### src/rtl/acc_cpu_pkg.sv
package acc_cpu_pkg;

  // Sequencer states: one register transfer each
  typedef enum logic [3:0] {
    S_F_MAR, S_F_INC, S_F_MBR, S_F_IR, S_DEC,
    S_X_WAIT, S_X_RD, S_X_ALU, S_X_ST1, S_X_ST2, S_HALT
  } cpu_state_e;

  localparam logic [7:0] OPC_LOAD  = 8'h01;
  localparam logic [7:0] OPC_ADD   = 8'h02;
  localparam logic [7:0] OPC_SUB   = 8'h03;
  localparam logic [7:0] OPC_STORE = 8'h04;
  localparam logic [7:0] OPC_JUMP  = 8'h05;
  localparam logic [7:0] OPC_STOP  = 8'hFF;

  typedef enum logic [2:0] {
    CL_MEMRD, CL_STORE, CL_JUMP, CL_STOP, CL_NOP
  } op_class_e;

  typedef enum logic [1:0] {
    ALU_PASS, ALU_ADD, ALU_SUB
  } alu_op_e;

  // Register-transfer strobes, at most one active per cycle
  typedef struct packed {
    logic ld_mar_pc;
    logic inc_pc;
    logic ld_mbr_mem;
    logic ld_ir;
    logic ld_mar_ir;
    logic ld_pc_ir;
    logic ld_acc;
    logic ld_mbr_acc;
    logic mem_we;
  } ctl_t;

  function automatic op_class_e op_class(input logic [7:0] opc);
    case (opc)
      OPC_LOAD, OPC_ADD, OPC_SUB: op_class = CL_MEMRD;
      OPC_STORE:                  op_class = CL_STORE;
      OPC_JUMP:                   op_class = CL_JUMP;
      OPC_STOP:                   op_class = CL_STOP;
      default:                    op_class = CL_NOP;
    endcase
  endfunction

  function automatic alu_op_e alu_sel(input logic [7:0] opc);
    case (opc)
      OPC_ADD: alu_sel = ALU_ADD;
      OPC_SUB: alu_sel = ALU_SUB;
      default: alu_sel = ALU_PASS;
    endcase
  endfunction

endpackage

### src/rtl/acc_cpu_alu.sv
module acc_cpu_alu
  import acc_cpu_pkg::*;
#(
  parameter int W = 16
) (
  input  alu_op_e        op,
  input  logic [W-1:0]   a,
  input  logic [W-1:0]   b,
  output logic [W-1:0]   y
);

  function automatic logic [W-1:0] alu_eval(input alu_op_e f,
                                            input logic [W-1:0] x,
                                            input logic [W-1:0] z);
    case (f)
      ALU_ADD: alu_eval = x + z;
      ALU_SUB: alu_eval = x - z;
      default: alu_eval = z;
    endcase
  endfunction

  assign y = alu_eval(op, a, b);

endmodule

### src/rtl/acc_cpu_seq.sv
module acc_cpu_seq
  import acc_cpu_pkg::*;
(
  input  logic       clk,
  input  logic       rst_n,
  input  logic [7:0] opc,
  output cpu_state_e state,
  output ctl_t       ctl
);

  cpu_state_e state_q, state_d;
  op_class_e  cls;

  assign cls = op_class(opc);

  always_ff @(posedge clk or negedge rst_n) begin
    if (!rst_n) state_q <= S_F_MAR;
    else        state_q <= state_d;
  end

  always_comb begin
    state_d = state_q;
    case (state_q)
      S_F_MAR:  state_d = S_F_INC;
      S_F_INC:  state_d = S_F_MBR;
      S_F_MBR:  state_d = S_F_IR;
      S_F_IR:   state_d = S_DEC;
      S_DEC: begin
        case (cls)
          CL_MEMRD: state_d = S_X_WAIT;
          CL_STORE: state_d = S_X_ST1;
          CL_STOP:  state_d = S_HALT;
          default:  state_d = S_F_MAR;
        endcase
      end
      S_X_WAIT: state_d = S_X_RD;
      S_X_RD:   state_d = S_X_ALU;
      S_X_ALU:  state_d = S_F_MAR;
      S_X_ST1:  state_d = S_X_ST2;
      S_X_ST2:  state_d = S_F_MAR;
      S_HALT:   state_d = S_HALT;
      default:  state_d = S_F_MAR;
    endcase
  end

  always_comb begin
    ctl = '0;
    case (state_q)
      S_F_MAR: ctl.ld_mar_pc  = 1'b1;
      S_F_INC: ctl.inc_pc     = 1'b1;
      S_F_MBR: ctl.ld_mbr_mem = 1'b1;
      S_F_IR:  ctl.ld_ir      = 1'b1;
      S_DEC: begin
        ctl.ld_mar_ir = (cls == CL_MEMRD) || (cls == CL_STORE);
        ctl.ld_pc_ir  = (cls == CL_JUMP);
      end
      S_X_RD:  ctl.ld_mbr_mem = 1'b1;
      S_X_ALU: ctl.ld_acc     = 1'b1;
      S_X_ST1: ctl.ld_mbr_acc = 1'b1;
      S_X_ST2: ctl.mem_we     = 1'b1;
      default: ctl = '0;
    endcase
  end

  assign state = state_q;

endmodule

### src/rtl/acc_cpu_dp.sv
module acc_cpu_dp
  import acc_cpu_pkg::*;
#(
  parameter int ADDR_W = 8,
  parameter int DATA_W = 16
) (
  input  logic              clk,
  input  logic              rst_n,
  input  ctl_t              ctl,
  input  alu_op_e           alu_op,
  input  logic [DATA_W-1:0] mem_rdata,
  output logic [ADDR_W-1:0] pc,
  output logic [ADDR_W-1:0] mar,
  output logic [DATA_W-1:0] mbr,
  output logic [DATA_W-1:0] ir,
  output logic [DATA_W-1:0] acc
);

  logic [DATA_W-1:0] alu_y;
  logic [ADDR_W-1:0] ir_addr;

  function automatic logic [ADDR_W-1:0] pc_step(input logic [ADDR_W-1:0] p);
    pc_step = p + 1'b1;
  endfunction

  assign ir_addr = ir[ADDR_W-1:0];

  acc_cpu_alu #(.W(DATA_W)) alu_i (
    .op (alu_op),
    .a  (acc),
    .b  (mbr),
    .y  (alu_y)
  );

  always_ff @(posedge clk or negedge rst_n) begin
    if (!rst_n) begin
      pc  <= '0;
      mar <= '0;
      mbr <= '0;
      ir  <= '0;
      acc <= '0;
    end else begin
      if (ctl.inc_pc)          pc  <= pc_step(pc);
      else if (ctl.ld_pc_ir)   pc  <= ir_addr;
      if (ctl.ld_mar_pc)       mar <= pc;
      else if (ctl.ld_mar_ir)  mar <= ir_addr;
      if (ctl.ld_mbr_mem)      mbr <= mem_rdata;
      else if (ctl.ld_mbr_acc) mbr <= acc;
      if (ctl.ld_ir)           ir  <= mbr;
      if (ctl.ld_acc)          acc <= alu_y;
    end
  end

endmodule

### src/rtl/acc_cpu.sv
module acc_cpu
  import acc_cpu_pkg::*;
#(
  parameter int ADDR_W = 8,
  parameter int DATA_W = 16
) (
  input  logic              clk,
  input  logic              rst_n,
  output logic [ADDR_W-1:0] mem_addr,
  output logic [DATA_W-1:0] mem_wdata,
  output logic              mem_we,
  input  logic [DATA_W-1:0] mem_rdata,
  output logic              halted,
  output logic [ADDR_W-1:0] dbg_pc,
  output logic [DATA_W-1:0] dbg_ir,
  output logic [DATA_W-1:0] dbg_acc
);

  localparam int OP_W = DATA_W - ADDR_W;

  cpu_state_e        state_w;
  ctl_t              ctl_w;
  logic [7:0]        opc_w;
  alu_op_e           alu_op_w;
  logic [ADDR_W-1:0] pc_w, mar_w;
  logic [DATA_W-1:0] mbr_w, ir_w, acc_w;

  assign opc_w    = 8'(ir_w[DATA_W-1 -: OP_W]);
  assign alu_op_w = alu_sel(opc_w);

  acc_cpu_seq seq_i (
    .clk   (clk),
    .rst_n (rst_n),
    .opc   (opc_w),
    .state (state_w),
    .ctl   (ctl_w)
  );

  acc_cpu_dp #(.ADDR_W(ADDR_W), .DATA_W(DATA_W)) dp_i (
    .clk       (clk),
    .rst_n     (rst_n),
    .ctl       (ctl_w),
    .alu_op    (alu_op_w),
    .mem_rdata (mem_rdata),
    .pc        (pc_w),
    .mar       (mar_w),
    .mbr       (mbr_w),
    .ir        (ir_w),
    .acc       (acc_w)
  );

  assign mem_addr  = mar_w;
  assign mem_wdata = mbr_w;
  assign mem_we    = ctl_w.mem_we;
  assign halted    = (state_w == S_HALT);
  assign dbg_pc    = pc_w;
  assign dbg_ir    = ir_w;
  assign dbg_acc   = acc_w;

endmodule

### config.mk
export PLATFORM = sky130hd
export DESIGN_NAME = acc_cpu
export DESIGN_NICKNAME = d
export VERILOG_FILES = /design/src/rtl/acc_cpu_pkg.sv /design/src/rtl/acc_cpu_alu.sv /design/src/rtl/acc_cpu_seq.sv /design/src/rtl/acc_cpu_dp.sv /design/src/rtl/acc_cpu.sv
export SDC_FILE = /design/constraint.sdc
export NUM_CORES = 1
export LEC_CHECK = 0
export CAP_MARGIN = 20
export CORE_UTILIZATION = 30
export DETAILED_ROUTE_END_ITERATION = 10
export PLACE_DENSITY = 0.6
export SYNTH_ARGS = -nofsm -noshare
export SYNTH_HDL_FRONTEND = slang
export SYNTH_SLANG_ARGS = --single-unit
export TNS_END_PERCENT = 100
### constraint.sdc
create_clock -name clk -period 5.27 [get_ports clk]
set_input_delay 1.3175 -clock clk [delete_from_list [all_inputs] [get_ports clk]]
set_output_delay 1.3175 -clock clk [all_outputs]
set_load 0.03 [all_outputs]
==> results <==
- The run finished with clean final reports.
- The transition time at the pin with the least slew margin is 0.768 ns.
- Measured against its own limit, the worst slew margin works out to 48.4%.
- Yosys printed 0 warnings.
- Synthesis produced 469 cells.
- Global routing finished with a remaining overflow of 0.
- The area of the die is 0.0147 sq mm.
- IR analysis of the VDD net gives a maximum drop of 0.000195 V.
- The layout has 1373 filler cells.
- Summing all non-filler instances in the final layout gives an area of 0.00563 sq mm.
- For this run, the detailed router's first-pass iteration total came to 4.
- The number of placed instances with taps included is 719.
- The final number of hold-violating endpoints is 0.
- The overall via count from detail_route is 3841.
- After clock tree synthesis, the flow added hold-fix buffers numbering 0.
- The share of flip-flops with an asynchronous set or reset after synthesis is 100%.
- Dividing the final minimum period by the clock period gives 78.2%.
- The largest fanout on the critical path is 15.
- The data arrival time of the worst path is between 4 and 5 ns.
- The finished layout holds around 740 standard cells, fillers aside.
- The placed instances occupy a cell area of between 0.005 and 0.006 sq mm.
- The initialized floorplan defines 43 standard-cell rows.
- The worst hold path class is flip-flop to flip-flop.
- The synthesized design contains 0 enable-type register cells.
- The cell area power density is about 800 mW/mm^2.
- The number of nets in the final layout is 588.
- The total count of max-transition violations in the final report came to 0.
- The commonest register cell after synthesis is sky130_fd_sc_hd__dfrtp_1.
- The number of distinct library cell variants in the gate-level netlist after synthesis is 59.
- The net count after synthesis is about 500.
- The clock passes through at most 2 buffers.
- For the final routed database, the setup TNS stands at 0 ns.
- After clock tree synthesis, the clock-pin slew on the worst setup and hold paths is 0.06 ns.
- CTS built an H-tree with a depth of 3.
- The port buffer count is 83.
- TritonCTS built the clock tree.
- The placer's final routability congestion estimate is 0.858.
- The post-synthesis instance area is between 0.004 and 0.005 sq mm.
- After detailed routing, the number of vias per cell comes to 5.22.
- The starting density of the core is 30.8%.
- The post-detailed-placement half-perimeter wirelength is 8990 um.
- The area inside the core boundary is 0.0139 sq mm.
- During I/O placement, the number of pins put on the boundary was 84.
- For flop-to-flop paths, the worst setup slack is 1.15 ns.
- The proportion of layout cells with a drive suffix above 1 is between 10% and 20%.
- After synthesis the netlist holds a flip-flop and latch count of 68.
- Setup repair after global routing left no endpoint under its margin.
- Leaving out fill and tap cells, the most frequent cell in the layout is sky130_fd_sc_hd__clkdlybuf4s50_1.
- For this block, the routed nets add up to 12400 um of wire.
- The worst-case clock skew is 0.00678 ns.
- In the layout the commonest cells are sky130_fd_sc_hd__clkdlybuf4s50_1, sky130_fd_sc_hd__dfrtp_1, sky130_fd_sc_hd__nand2_1.
- The worst setup path is launched from a flip-flop.
- The critical path in this run is classified as flip-flop to flip-flop.
- In this run, the number of DRC markers left after iteration 0 of detailed routing was 295.
- Based on the critical path, the design can be clocked at up to around 0.24 GHz.
- CTS placed an instance of sky130_fd_sc_hd__clkbuf_16 at the clock tree root.
- The routed design could run at a clock period as short as 4.12 ns.
- Once the clock tree was built, the resizer swapped 0 gates to a different size.
- The tool flagged a number of max-cap violations equal to 0.
- The die is between 100 and 150 um tall.
- The data required time at the worst endpoint is 5.55 ns.
- The number of buffers created by CTS is 9.
- Clock tree synthesis found a total of 68 sinks.
- The post-route antenna net violation count is 0.
- Measured along the x axis, the die boundary spans 121 um.
- After clock tree synthesis, the setup repair step added 0 buffers.
- For the worst-skew pair, the clock arrives at the later sink with an insertion delay of 0.33 ns.
- 0 antenna diodes ended up in the layout.
- The worst setup path is captured at a flip-flop.
- For this design the static power due to leakage is 2.31 nW.
- The wire length per cell is 16.8 um.
- Setup violations remaining at the end of the flow were counted as 0.
- The wire length of the first global-routing pass is 20000 um.
- The initial antenna violation count came to 0.
- For this run, the register share of the synthesized area comes to between 30% and 40%.
- For this run, design rule violations remaining after detail routing come to 0.
- Entering global routing, the biggest net connects 41 pins.
- Hold is met by around 0.54 ns.
- For this run, the total global-route usage over all layers was measured as 17.5%.
- The via count of the first global-routing pass is 3797.
- A synthesized cell averages 9.12 sq um.
- The signed area change from the synthesized netlist to the final layout is 31.6%.
==> sequential cells by signal (all words and copies together), names as in the netlist <==
name / flops
dp_i.acc: 16
dp_i.ir: 16
dp_i.mbr: 16
dp_i.mar: 8
dp_i.pc: 8
seq_i.state: 4
==> per-layer routing <==
metal,wire length (um),global-route usage [%],up-vias
li1,-,-,1853
met1,5550,23.4,1841
met2,5900,27.9,131
met3,714,3.43,16
met4,204,6.33,0
met5,0,0,-
==> cell families after synthesis <==
logic type | Yosys count | share of synthesized area [%]
XOR/XNOR | 24 | 4.91
buffers and inverters | 36 | 3.42
AO/OA/AOI/OAI | 125 | 18.5
AND/OR/NAND/NOR | 167 | 19.7
flip-flops | 68 | 39.8
adder cells (fa/ha/maj) | 19 | 5.73
multiplexers | 30 | 7.89
==> power by group <==
group / switching [mW] / internal, mW
clock: 0.236 / 0.427
combinational: 1.49 / 1.16
sequential: 0.435 / 0.770
total: 2.16 / 2.35
==> cell usage after synthesis (4+ instances only) <==
cell type                  instances  area [sq um]
sky130_fd_sc_hd__dfrtp_1          68          1700
sky130_fd_sc_hd__nand2_1          66           248
sky130_fd_sc_hd__a21oi_1          35           175
sky130_fd_sc_hd__nor2_1           34           128
sky130_fd_sc_hd__o21ai_0          25           125
sky130_fd_sc_hd__xnor2_1          21           184
sky130_fd_sc_hd__ha_1             18           225
sky130_fd_sc_hd__mux2_2           17           191
sky130_fd_sc_hd__inv_1            16          60.1
sky130_fd_sc_hd__nor3_1           14          70.1
sky130_fd_sc_hd__a22oi_1          13          97.6
sky130_fd_sc_hd__nand3_1          13          65.1
sky130_fd_sc_hd__clkbuf_1         12          45.0
sky130_fd_sc_hd__mux2i_1          12           120
sky130_fd_sc_hd__o22ai_1          11          68.8
sky130_fd_sc_hd__nand2b_1          7          43.8
sky130_fd_sc_hd__buf_2             6          30.0
sky130_fd_sc_hd__o21ai_1           5          25.0
sky130_fd_sc_hd__a21o_1            4          30.0
sky130_fd_sc_hd__o211ai_1          4          30.0
sky130_fd_sc_hd__o21a_1            4          30.0
sky130_fd_sc_hd__or3_1             4          25.0
==> worst max-delay path: stages (launching register included) <==
cell and delay [ns]:
sky130_fd_sc_hd__dfrtp_1 0.40, sky130_fd_sc_hd__or4_4 0.55, sky130_fd_sc_hd__nor2_4 0.14, sky130_fd_sc_hd__and4b_1 0.20, sky130_fd_sc_hd__ha_1 0.48, sky130_fd_sc_hd__mux2_2 0.42
sky130_fd_sc_hd__fa_1 0.41, sky130_fd_sc_hd__nor2b_1 0.22, sky130_fd_sc_hd__o211ai_1 0.14, sky130_fd_sc_hd__a2bb2oi_1 0.43, sky130_fd_sc_hd__a41o_1 0.26, sky130_fd_sc_hd__xnor2_1 0.06
sky130_fd_sc_hd__o21ai_0 0.19, sky130_fd_sc_hd__o21a_1 0.14
==> area by class of cell <==
cell class	instances	area [sq um]	area share [%]
clock buffer	10	239	4.24
clock inverter	6	87.6	1.55
inverter	17	63.8	1.13
multi-input combinational	365	2440	43.3
sequential	68	1700	30.2
tap	180	225	4.00
timing repair buffer	90	878	15.6
==> worst paths after layout <==
| check | cells after the start | endpoint | from |
|---|---|---|---|
| worst max-delay path | 13 | dp_i.acc[12] | dp_i.ir[12] |
| worst max register to register | 13 | dp_i.acc[12] | dp_i.ir[12] |
| min in group asynchronous | 1 | dp_i.mar[2] | rst_n |
| max in group asynchronous | 2 | dp_i.ir[11] | rst_n |
| worst min-delay path | 1 | dp_i.pc[7] | dp_i.pc[7] |
| worst min register to register | 1 | dp_i.pc[7] | dp_i.pc[7] |
==> through the flow <==
step	total power [mW]	utilization [%]	setup WS, ns
after floorplan	2.93	-	1.35
after global placement	3.80	38.2	1.29
after detailed placement	3.84	38.2	1.22
after CTS	4.52	40.5	1.20
after global routing	4.85	40.6	0.958
final	4.51	40.6	1.15
(Power assumes the default switching activity.)
